`src/rtl/clk_stop_pkg.sv`:
```
package clk_stop_pkg;
  typedef enum logic [1:0] {
    ST_RUN   = 2'd0,
    ST_WREF  = 2'd1,
    ST_WFALL = 2'd2,
    ST_STOP  = 2'd3
  } lane_st_e;

  localparam logic [1:0] GRP_FREE = 2'd0;
  localparam logic [1:0] GRP_CPU  = 2'd1;
  localparam logic [1:0] GRP_PCI  = 2'd2;
endpackage

```
`src/rtl/clk_stop_sync.sv`:
```
module clk_stop_sync #(
  parameter int W = 1
) (
  input  logic         clk_i,
  input  logic         rst_ni,
  input  logic [W-1:0] d_i,
  output logic [W-1:0] q_o
);
  logic [W-1:0] s1_q, s2_q;

  always_ff @(posedge clk_i or negedge rst_ni) begin
    if (!rst_ni) begin
      s1_q <= '0;
      s2_q <= '0;
    end else begin
      s1_q <= d_i;
      s2_q <= s1_q;
    end
  end

  assign q_o = s2_q;
endmodule

```
`src/rtl/clk_stop_lane.sv`:
```
module clk_stop_lane
  import clk_stop_pkg::*;
(
  input  logic     clk_i,
  input  logic     rst_ni,
  input  logic     want_i,
  input  logic     ref_rise_i,
  input  logic     src_s_i,
  input  logic     src_fall_i,
  output logic     run_o,
  output lane_st_e st_o,
  output logic     gclk_o
);
  lane_st_e st_q, st_d;
  logic     tgt_q, tgt_d;
  logic     run_q, run_d;
  logic     gclk_q;

  always_comb begin
    st_d  = st_q;
    tgt_d = tgt_q;
    run_d = run_q;
    unique case (st_q)
      ST_RUN:   if (!want_i) begin st_d = ST_WREF; tgt_d = 1'b0; end
      ST_STOP:  if (want_i)  begin st_d = ST_WREF; tgt_d = 1'b1; end
      ST_WREF:  if (ref_rise_i) st_d = ST_WFALL;
      ST_WFALL: if (src_fall_i) begin
        // source is low here, so the gate flips between pulses
        run_d = tgt_q;
        st_d  = tgt_q ? ST_RUN : ST_STOP;
      end
      default:  st_d = ST_STOP;
    endcase
  end

  always_ff @(posedge clk_i or negedge rst_ni) begin
    if (!rst_ni) begin
      st_q   <= ST_STOP;
      tgt_q  <= 1'b0;
      run_q  <= 1'b0;
      gclk_q <= 1'b0;
    end else begin
      st_q   <= st_d;
      tgt_q  <= tgt_d;
      run_q  <= run_d;
      gclk_q <= src_s_i & run_q;
    end
  end

  assign run_o  = run_q;
  assign st_o   = st_q;
  assign gclk_o = gclk_q;
endmodule

```
`src/rtl/clk_stop_ctrl.sv`:
```
module clk_stop_ctrl
  import clk_stop_pkg::*;
#(
  parameter int               N_OUT     = 4,
  parameter logic [2*N_OUT-1:0] GROUP_MAP = {GRP_CPU, GRP_FREE, GRP_PCI, GRP_CPU}
) (
  input  logic             clk_i,
  input  logic             rst_ni,
  input  logic             ref_clk_i,
  input  logic [N_OUT-1:0] src_clk_i,
  input  logic             cpu_stop_ni,
  input  logic             pci_stop_ni,
  input  logic             mode_i,
  input  logic [N_OUT-1:0] en_i,
  input  logic             settle_done_i,
  output logic             ref_clk_o,
  output logic [N_OUT-1:0] gclk_o
);
  localparam int SW = N_OUT + 3;

  logic [SW-1:0]    raw, syn;
  logic [N_OUT-1:0] src_s, src_q, src_fall, want, lane_run;
  logic             ref_s, ref_q, ref_rise, cpu_ok, pci_ok;
  lane_st_e         lane_st [N_OUT];

  assign raw = {src_clk_i, ref_clk_i, cpu_stop_ni, pci_stop_ni};

  clk_stop_sync #(.W(SW)) u_sync (
    .clk_i (clk_i),
    .rst_ni(rst_ni),
    .d_i   (raw),
    .q_o   (syn)
  );

  assign src_s = syn[SW-1:3];
  assign ref_s = syn[2];
  // mode strap disables the stop function
  assign cpu_ok = mode_i | syn[1];
  assign pci_ok = mode_i | syn[0];

  always_ff @(posedge clk_i or negedge rst_ni) begin
    if (!rst_ni) begin
      src_q <= '0;
      ref_q <= 1'b0;
    end else begin
      src_q <= src_s;
      ref_q <= ref_s;
    end
  end

  assign ref_rise  = ref_s & ~ref_q;
  assign src_fall  = ~src_s & src_q;
  assign ref_clk_o = ref_q;

  for (genvar i = 0; i < N_OUT; i++) begin : g_lane
    localparam logic [1:0] GRP = GROUP_MAP[2*i +: 2];
    logic pin_ok;
    if (GRP == GRP_CPU) begin : g_cpu
      assign pin_ok = cpu_ok;
    end else if (GRP == GRP_PCI) begin : g_pci
      assign pin_ok = pci_ok;
    end else begin : g_free
      assign pin_ok = 1'b1;
    end
    assign want[i] = settle_done_i & en_i[i] & pin_ok;

    clk_stop_lane u_lane (
      .clk_i     (clk_i),
      .rst_ni    (rst_ni),
      .want_i    (want[i]),
      .ref_rise_i(ref_rise),
      .src_s_i   (src_s[i]),
      .src_fall_i(src_fall[i]),
      .run_o     (lane_run[i]),
      .st_o      (lane_st[i]),
      .gclk_o    (gclk_o[i])
    );
  end
endmodule

```
`config.mk`:
```
export PLATFORM = sky130hd
export DESIGN_NAME = clk_stop_ctrl
export DESIGN_NICKNAME = d
export VERILOG_FILES = /design/src/rtl/clk_stop_pkg.sv /design/src/rtl/clk_stop_sync.sv /design/src/rtl/clk_stop_lane.sv /design/src/rtl/clk_stop_ctrl.sv
export SDC_FILE = /design/constraint.sdc
export NUM_CORES = 1
export LEC_CHECK = 0
export ABC_CLOCK_PERIOD_IN_PS = 3600
export BUFFER_PORTS_ARGS = -buffer_cell sky130_fd_sc_hd__buf_2
export CORE_MARGIN = 2
export CORE_UTILIZATION = 27
export CTS_CLUSTER_DIAMETER = 120
export DETAILED_ROUTE_END_ITERATION = 12
export HOLD_SLACK_MARGIN = 0.06
export MAX_ROUTING_LAYER = met4
export SLEW_MARGIN = 10
export SYNTH_ARGS = -nofsm -noshare
export SYNTH_HDL_FRONTEND = slang
export SYNTH_SLANG_ARGS = --single-unit
```
`constraint.sdc`:
```
create_clock -name clk_i -period 3.6 [get_ports clk_i]
set_input_delay 0.9 -clock clk_i [delete_from_list [all_inputs] [get_ports clk_i]]
set_output_delay 0.9 -clock clk_i [all_outputs]
set_load 0.01 [all_outputs]
```
==> flow_metrics.tcl, run 1 <==
set metrics [dict create \
    syn_area_um2 1790 \
    utilization_pct 32.4 \
    path_max_fanout 3 \
    core_area_um2 6390 \
    intPower_mw 1.08 \
    yosysWarnings 0 \
    critPathKind "in2reg" \
    switching_share_pct 30.8 \
    fin_crit_sh_pct 48.3 \
    setup_viol 0 \
    max_freq_mhz 575 \
    clock-sinks 39 \
    postRouteAntennaNets 0 \
    cp_data_arrival_time_ns 1.91 \
    drt_first_pass_iters 2 \
    comb_power_share_pct 33.9 \
    hold_violations 0 \
    status "completed" \
    grt_pass1_wl_um 4870 \
    postCtsSetupBuffers 0 \
    clk_pin_slew_ns 0.07 \
    dpl.hpwl_um 1980 \
    synth_nets 171 \
    pwr-share-clk_pct 23.9 \
    syn_area_per_cell_um2 13.2 \
    final_nets 193 \
    track_usage_pct 9.01 \
    rsz0062_at_grt "no" \
    die_x_um 85.5 \
    synth_most_common_cell "dfrtp_1" \
    critical_path.endpoint_type "register" \
    pin_count 20 \
    synth_edf_count 0 \
    viasPerCell 4.17 \
    antenna_found_initial 0 \
    grt_max_degree 40 \
    synthTopCellsByCount "31 x dfrtp_1, 20 x ha_1, 12 x inv_1" \
    async_flop_share_pct 100 \
    start_util_pct 28.1 \
    die_area_um2 7310 \
    yosys.area.top_type "dfrtp_1" \
    finalWirelength_um 2790 \
    yosysUniqueCellTypes 20 \
    dr_total_vias 984 \
    ys_ff_latch 39 \
    cts_tree "done" \
    diodes 0 \
    row_count 29 \
    cap_violations 0 \
    numCtsBuffers 5 \
    gp_congestion 0.779 \
    drcViolationCount 0 \
    cts-root-buf "clkbuf_8" \
    drtIter0Drc 15 \
    synthCells 136 \
    syn2layout_area_growth_pct 15.6 \
    ys_dominant_reg_cell "dfrtp_1" \
    hold_buffers 0 \
    skew_ns 0.00523 \
    pwr-share-seq_pct 42.1 \
    p_leak_nw 1.05 \
    fin_crit_ns 1.74 \
    grt_pass1_vias 1038 \
    hold_class "reg2reg" \
    chipHeight_um 85.5 \
    yosys-top-cells-area "dfrtp_1 43%, ha_1 14%, dfstp_2 12%" \
    io_buffers 19 \
    clk_path_buf_depth 2 \
    detail_route.wl_per_cell_um 11.8 \
    max_slew_margin_pct 43.1 \
    setup-tns-final_ns 0 \
    p_per_area_nw_per_um2 757 \
    irDropWorstVdd_uv 377 \
    slew_viol_final 0 \
    drive_gt1_share_pct 31.4 \
    cts-resized-gates 0 \
    tightest_slew_ns 0.853 \
    clk_latency_ns 0.29 \
    required_ns 3.77 \
    yosysTopAreaCellShare_pct 43.3 \
    ys_seq_area_share_pct 55.0 \
    overflow 0 \
    p_sw_mw 0.484 \
    cp-start-kind "input pin" \
    h-tree-depth 2 \
]
-- registers in the layout, summed over array words and instances (netlist names) --
name and flops:
g_lane.u_lane.gclk_o 4, g_lane.u_lane.run_o 4, g_lane.u_lane.st_o 8, g_lane.u_lane.tgt_q 4
ref_clk_o 1, src_q 4, u_sync.q_o 7, u_sync.s1_q 7
-- kinds of logic after synthesis --
| group | synth area share, % |
|---|---|
| multiplexers | 12.7 |
| AO/OA/AOI/OAI | 5.16 |
| flip-flops | 55.0 |
| buffers and inverters | 4.19 |
| adder cells (fa/ha/maj) | 14.0 |
| AND/OR/NAND/NOR | 9.00 |
-- worst max-delay path, cell delays in order --
cell and delay [ns]:
buf_2 0.12, o211ai_2 0.15, mux2i_1 0.27, and2b_1 0.18, mux2_4 0.29
-- area by class of cell --
type	instances	area, um2
Clock buffer	6	82.6
Clock inverter	2	35.0
Fill cell	650	4310
Inverter	12	45.0
Multi-Input combinational cell	81	732
Sequential cell	39	986
Tap cell	77	96.3
Timing Repair Buffer	19	95.1
-- per-layer routing --
| metal | vias up | track usage (%) | wire [um] |
|---|---|---|---|
| li1 | 486 | - | - |
| met1 | 468 | 11.9 | 1480 |
| met2 | 23 | 12.4 | 1100 |
| met3 | 7 | 3.66 | 164 |
| met4 | 0 | 3.46 | 44 |
| met5 | - | - | 0 |
-- metrics by stage --
step / cell area, um2 / cells / hold WS (ns) / power, mW / worst slack, ns
2_1_floorplan: 1790 / 136 / 0.331 / 1.09 / 1.78
3_3_place_gp: 1950 / 228 / 0.333 / 1.19 / 1.59
3_5_place_dp: 1950 / 228 / 0.335 / 1.21 / 1.58
4_1_cts: 2070 / 236 / 0.353 / 1.59 / 1.88
5_1_grt: 2070 / 236 / 0.359 / 1.70 / 1.81
6_report: 2070 / 236 / 0.350 / 1.57 / 1.86
-- path summary, 6_finish.rpt --
path / to / from / slack (ns) / depth (start not counted)
setup / recovery: g_lane[0].u_lane.tgt_q$_DFFE_PN0P_ / mode_i / 1.86 / 5
hold / removal: u_sync.q_o[2]$_DFF_PN0_ / u_sync.s1_q[2]$_DFF_PN0_ / 0.35 / 0
setup reg to reg: g_lane[2].u_lane.tgt_q$_DFFE_PN0P_ / g_lane[2].u_lane.st_o[0]$_DFFE_PN1P_ / 1.97 / 5
hold reg to reg: u_sync.q_o[2]$_DFF_PN0_ / u_sync.s1_q[2]$_DFF_PN0_ / 0.35 / 0
max in group asynchronous: g_lane[3].u_lane.run_o$_DFFE_PN0P_ / rst_ni / 2.35 / 1
min in group asynchronous: src_q[1]$_DFF_PN0_ / rst_ni / 0.72 / 1
-- placed cells by master (no fill, tap or decap), types with 4 or more instances in the layout --
cell type,synthesis,layout
and2_1,4,4
buf_2,0,19
clkbuf_8,0,6
dfrtp_1,31,31
dfstp_2,8,8
ha_1,20,20
inv_1,12,12
mux2_2,6,6
mux2_4,4,4
mux2i_1,10,10
nand2_1,5,5
nor2b_1,5,5
o21ai_0,8,8
-- power by group through the flow --
stage / clock [mW] / combinational [mW] / sequential (mW)
2_1_floorplan: 0 / 0.443 / 0.642
3_3_place_gp: 0 / 0.523 / 0.670
3_5_place_dp: 0 / 0.534 / 0.671
4_1_cts: 0.388 / 0.538 / 0.663
5_1_grt: 0.406 / 0.613 / 0.680
6_report: 0.375 / 0.532 / 0.661
Power figures use the tool's default switching activity.
==> run 2, diff against run 1 <==
- ABC_CLOCK_PERIOD_IN_PS: 3600 -> 1500
- clock period: 3.6 -> 1.5 ns (I/O delays scaled with it)
==> flow_metrics.tcl, run 2 (same netlist as run 1, synthesis figures left out) <==
set metrics [dict create \
    dr_total_vias 1060 \
    irDropWorstVdd_uv 754 \
    start_util_pct 28.1 \
    core_area_um2 6390 \
    h-tree-depth 2 \
    grt_pass1_vias 1101 \
    final_cell_mix "31 x dfrtp_1, 19 x buf_2, 19 x buf_4" \
    cap_violations 0 \
    finalWirelength_um 3200 \
    die_area_um2 7310 \
    fin_crit_ns 1.54 \
    slew_viol_final 0 \
    syn2layout_area_growth_pct 32.9 \
    dpl.hpwl_um 2140 \
    overflow 0 \
    required_ns 1.68 \
    cp-startpoint "g_lane[3].u_lane.st_o[1]$_DFFE_PN1P_" \
    antenna_found_initial 0 \
    final_common_cell "dfrtp_1" \
    violations "negative setup slack" \
    cts_tree "done" \
    seq_area_um2 986 \
    setup_viol 2 \
    final_nets 214 \
    p_sw_mw 1.45 \
    placed_cell_area_um2 2100 \
    reg2regPathDepth 5 \
    cp-start-kind "register" \
    p_leak_nw 1.14 \
    chipHeight_um 85.5 \
    grt_max_degree 40 \
    drcViolationCount 0 \
    status "finished, violations left" \
    comb_power_share_pct 48.3 \
    reg2reg_from "g_lane[3].u_lane.st_o[1]$_DFFE_PN1P_" \
    pwr-share-seq_pct 34.8 \
    hold_path_startpoint "src_clk_i[2]" \
    max_slew_margin_pct 85.8 \
    gp_congestion 0.825 \
    holdWs_ns 0.180 \
    drtIter0Drc 23 \
    row_count 29 \
    switching_share_pct 32.6 \
    rsz0062_at_grt "yes" \
    hold_class "in2reg" \
    clock-sinks 39 \
    viasPerCell 4.12 \
    critPathKind "reg2reg" \
    reg2reg_slack_ns -0.04 \
    clk_pin_slew_ns 0.08 \
    num-fill-cells 630 \
    fin_crit_sh_pct 103 \
    drive_gt1_share_pct 54.4 \
    postRouteAntennaNets 0 \
    tightest_slew_ns 0.213 \
    io_buffers 19 \
    timing.final.ws_setup_ns -0.0442 \
    clk_latency_ns 0.29 \
    final_area_um2 2380 \
    detail_route.wl_per_cell_um 12.5 \
    pin_count 20 \
    multi_input_area_um2 885 \
    largest_reg_flops 8 \
    diodes 0 \
    track_usage_pct 9.63 \
    numCtsBuffers 5 \
    skew_ns 0.00920 \
    critical_path.endpoint_type "register" \
    drt_first_pass_iters 4 \
    reg2reg_to "g_lane[3].u_lane.tgt_q$_DFFE_PN0P_" \
    total_power_mw 4.43 \
    die_x_um 85.5 \
    path_max_fanout 3 \
    grt_pass1_wl_um 5210 \
    p_per_area_nw_per_um2 1860 \
    hold_violations 0 \
    pwr-share-clk_pct 16.9 \
    crit_end "g_lane[3].u_lane.tgt_q$_DFFE_PN0P_" \
    max_freq_mhz 648 \
    intPower_mw 2.99 \
    cp_data_arrival_time_ns 1.73 \
    cts-root-buf "clkbuf_8" \
    clk_path_buf_depth 2 \
]
-- run 2: how the worst min path moves through the flow --
stage | to | slack (ns) | cells past startpoint
finish | u_sync.s1_q[5]$_DFF_PN0_ | 0.18 | 1
global route | u_sync.s1_q[5]$_DFF_PN0_ | 0.16 | 1
CTS | u_sync.s1_q[5]$_DFF_PN0_ | 0.17 | 1
detailed placement | u_sync.q_o[6]$_DFF_PN0_ | 0.33 | 0
global placement | u_sync.q_o[5]$_DFF_PN0_ | 0.33 | 0
floorplan | g_lane[0].u_lane.gclk_o$_DFF_PN0_ | 0.08 | 0
-- run 2: power groups by stage --
| stage | combinational, mW | clock, mW | sequential (mW) |
|---|---|---|---|
| 2_1_floorplan | 1.07 | 0 | 1.55 |
| 3_3_place_gp | 1.65 | 0 | 1.54 |
| 3_5_place_dp | 1.68 | 0 | 1.54 |
| 4_1_cts | 1.87 | 0.782 | 1.53 |
| 5_1_grt | 2.34 | 0.829 | 1.59 |
| 6_report | 2.14 | 0.747 | 1.54 |
-- run 2: area by class of cell --
type | count | area share (%)
clock buffers | 6 | 3.46
flip-flops and latches | 39 | 41.4
inverters | 12 | 2.10
multi-input cells | 81 | 37.1
repair buffers | 40 | 11.2
clock inverters | 2 | 0.682
well taps | 77 | 4.04
-- run 2: through the flow --
stage | setup slack (ns) | utilization (%) | TNS (ns) | instances
floorplan | -0.00199 | - | -0.00199 | 136
global placement | -0.0373 | 32.9 | -0.0460 | 246
detailed placement | -0.0327 | 32.9 | -0.0741 | 246
CTS | -0.0180 | 35.6 | -0.0250 | 256
global route | -0.0841 | 37.3 | -0.403 | 257
finish | -0.0442 | 37.3 | -0.0632 | 257
-- run 2: metal layers --
layer / vias to the layer above / global-route usage, % / share of wire (%)
li1: 529 / - / -
met1: 504 / 12.2 / 47
met2: 22 / 13.7 / 46
met3: 5 / 3.75 / 5.2
met4: 0 / 4.04 / 1.1
met5: - / - / 0
-- run 2: critical path, stage by stage, from the launching register on --
cell and delay (ns):
dfstp_2 0.59, inv_4 0.06, ha_4 0.15, mux2i_2 0.17, and2b_1 0.17, mux2_4 0.29
-- run 2: what timing repair did --
action                                  4_1_cts  5_1_grt
hold buffers                                  1        0
hold endpoints to repair                     31        0
setup buffers                                 1        1
pin swaps                                     4        2
gates resized for setup                      14       25
endpoints found under the setup margin        5       13
==> run 3, diff against run 2 <==
==> constraint.sdc (replaced) <==
create_clock -name clk_i -period 1.5 [get_ports clk_i]
set_input_delay 0.075 -clock clk_i [delete_from_list [all_inputs] [get_ports clk_i]]
set_output_delay 0.075 -clock clk_i [all_outputs]
set_load 0.01 [all_outputs]
==> flow_metrics.tcl, run 3 (same netlist as run 1, synthesis figures left out) <==
set metrics [dict create \
    cap_violations 0 \
    fin_crit_ns 1.49 \
    cp-start-kind "register" \
    holdWs_ns 0.259 \
    io_buffers 19 \
    rsz0062_at_grt "yes" \
    seq_area_um2 986 \
    hold_class "in2reg" \
    drt_first_pass_iters 4 \
    dpl.hpwl_um 2100 \
    detailedPlace.worstSlack_ns -0.0631 \
    numCtsBuffers 5 \
    status "completed" \
    clk_path_buf_depth 2 \
    syn2layout_area_growth_pct 35.7 \
    timing.final.ws_setup_ns 0.00570 \
    num-fill-cells 608 \
    clock-sinks 39 \
    p_per_area_nw_per_um2 1850 \
    final_nets 219 \
    required_ns 1.69 \
    cts-root-buf "clkbuf_8" \
    p_leak_nw 1.15 \
    drcViolationCount 0 \
    grt_pass1_wl_um 5440 \
    critical_path.endpoint_type "register" \
    core_area_um2 6390 \
    whs_path_depth 5 \
    row_count 29 \
    hold_violations 0 \
    grt_pass1_vias 1261 \
    die_x_um 85.5 \
    total_power_mw 4.50 \
    cts_tree "done" \
    largest_reg_flops 8 \
    reg2regPathDepth 5 \
    fin_crit_sh_pct 99.6 \
    path_max_fanout 2 \
    irDropWorstVdd_uv 612 \
    utilization_pct 38.1 \
    drtIter0Drc 20 \
    h-tree-depth 2 \
    chipHeight_um 85.5 \
    postRouteAntennaNets 0 \
    slew_viol_final 0 \
    detail_route.wl_per_cell_um 11.8 \
    max_freq_mhz 669 \
    track_usage_pct 9.91 \
    start_util_pct 28.1 \
    clk_latency_ns 0.29 \
    antenna_found_initial 0 \
    overflow 0 \
    pin_count 20 \
    final_common_cell "dfrtp_1" \
    reg2reg_slack_ns 0.006 \
    viasPerCell 4.19 \
    dr_total_vias 1097 \
    setup_viol 0 \
    die_area_um2 7310 \
    diodes 0 \
    skew_ns 0.0102 \
    clk_pin_slew_ns 0.09 \
    grt_max_degree 40 \
    gp_congestion 0.728 \
    cp_data_arrival_time_ns 1.68 \
    finalWirelength_um 3080 \
    critPathKind "reg2reg" \
    drive_gt1_share_pct 51.4 \
    multi_input_area_um2 875 \
    tightest_slew_ns 0.490 \
    final_cell_mix "31 x dfrtp_1, 19 x buf_2, 18 x buf_4" \
    max_slew_margin_pct 67.3 \
]
[run 3: area by class of cell]
cell class / count / share of cell area [%]
well taps: 77 / 3.96
clock buffers: 6 / 3.39
flip-flops and latches: 39 / 40.5
inverters: 12 / 1.85
multi-input cells: 81 / 35.9
clock inverters: 2 / 1.59
repair buffers: 45 / 12.8
[run 3: routing by layer]
| metal | vias up | global-route usage [%] | wire (um) |
|---|---|---|---|
| met5 | - | - | 0 |
| li1 | 539 | - | - |
| met2 | 20 | 15.2 | 1480 |
| met1 | 534 | 12.6 | 1450 |
| met3 | 4 | 2.89 | 127 |
| met4 | 0 | 3.46 | 26 |
[run 3: worst paths after layout]
path,startpoint,to
worst max-delay path,g_lane[2].u_lane.st_o[0]$_DFFE_PN1P_,g_lane[2].u_lane.tgt_q$_DFFE_PN0P_
worst min-delay path,en_i[3],g_lane[3].u_lane.st_o[1]$_DFFE_PN1P_
worst min register to register,u_sync.s1_q[2]$_DFF_PN0_,u_sync.q_o[2]$_DFF_PN0_
max in group asynchronous,rst_ni,g_lane[1].u_lane.st_o[0]$_DFFE_PN1P_
worst max register to register,g_lane[2].u_lane.st_o[0]$_DFFE_PN1P_,g_lane[2].u_lane.tgt_q$_DFFE_PN0P_
min in group asynchronous,rst_ni,g_lane[2].u_lane.gclk_o$_DFF_PN0_
[run 3: power breakdown]
group          total, mW  leakage, nW  internal, mW  switching, mW
Clock              0.929       0.0618         0.547          0.382
Sequential          1.52        0.468          1.38          0.146
Combinational       2.04        0.625          1.18          0.866
Total               4.50         1.15          3.10           1.39
[run 3: timing repair]
item / 4_1_cts / 5_1_grt
gates resized for setup: 11 / 26
hold buffers: 8 / 0
setup buffers: 2 / 0
hold endpoints to repair: 38 / 0
endpoints found under the setup margin: 5 / 12
pin swaps: 2 / 7
[run 3: worst max-delay path, stage by stage (launching register included)]
cell     delay, ns
dfstp_2       0.54
inv_2         0.04
ha_2          0.16
mux2i_1       0.16
nor2b_2       0.19
mux2_4        0.30
[run 3: per-stage QoR]
step                      area (um2)  instances  setup TNS (ns)
after global routing            2430        262          -0.269
final                           2430        262               0
after global placement          2070        244         -0.0421
after detailed placement        2070        244          -0.104
after CTS                       2330        262         -0.0289
after floorplan                 1790        136        -0.00199
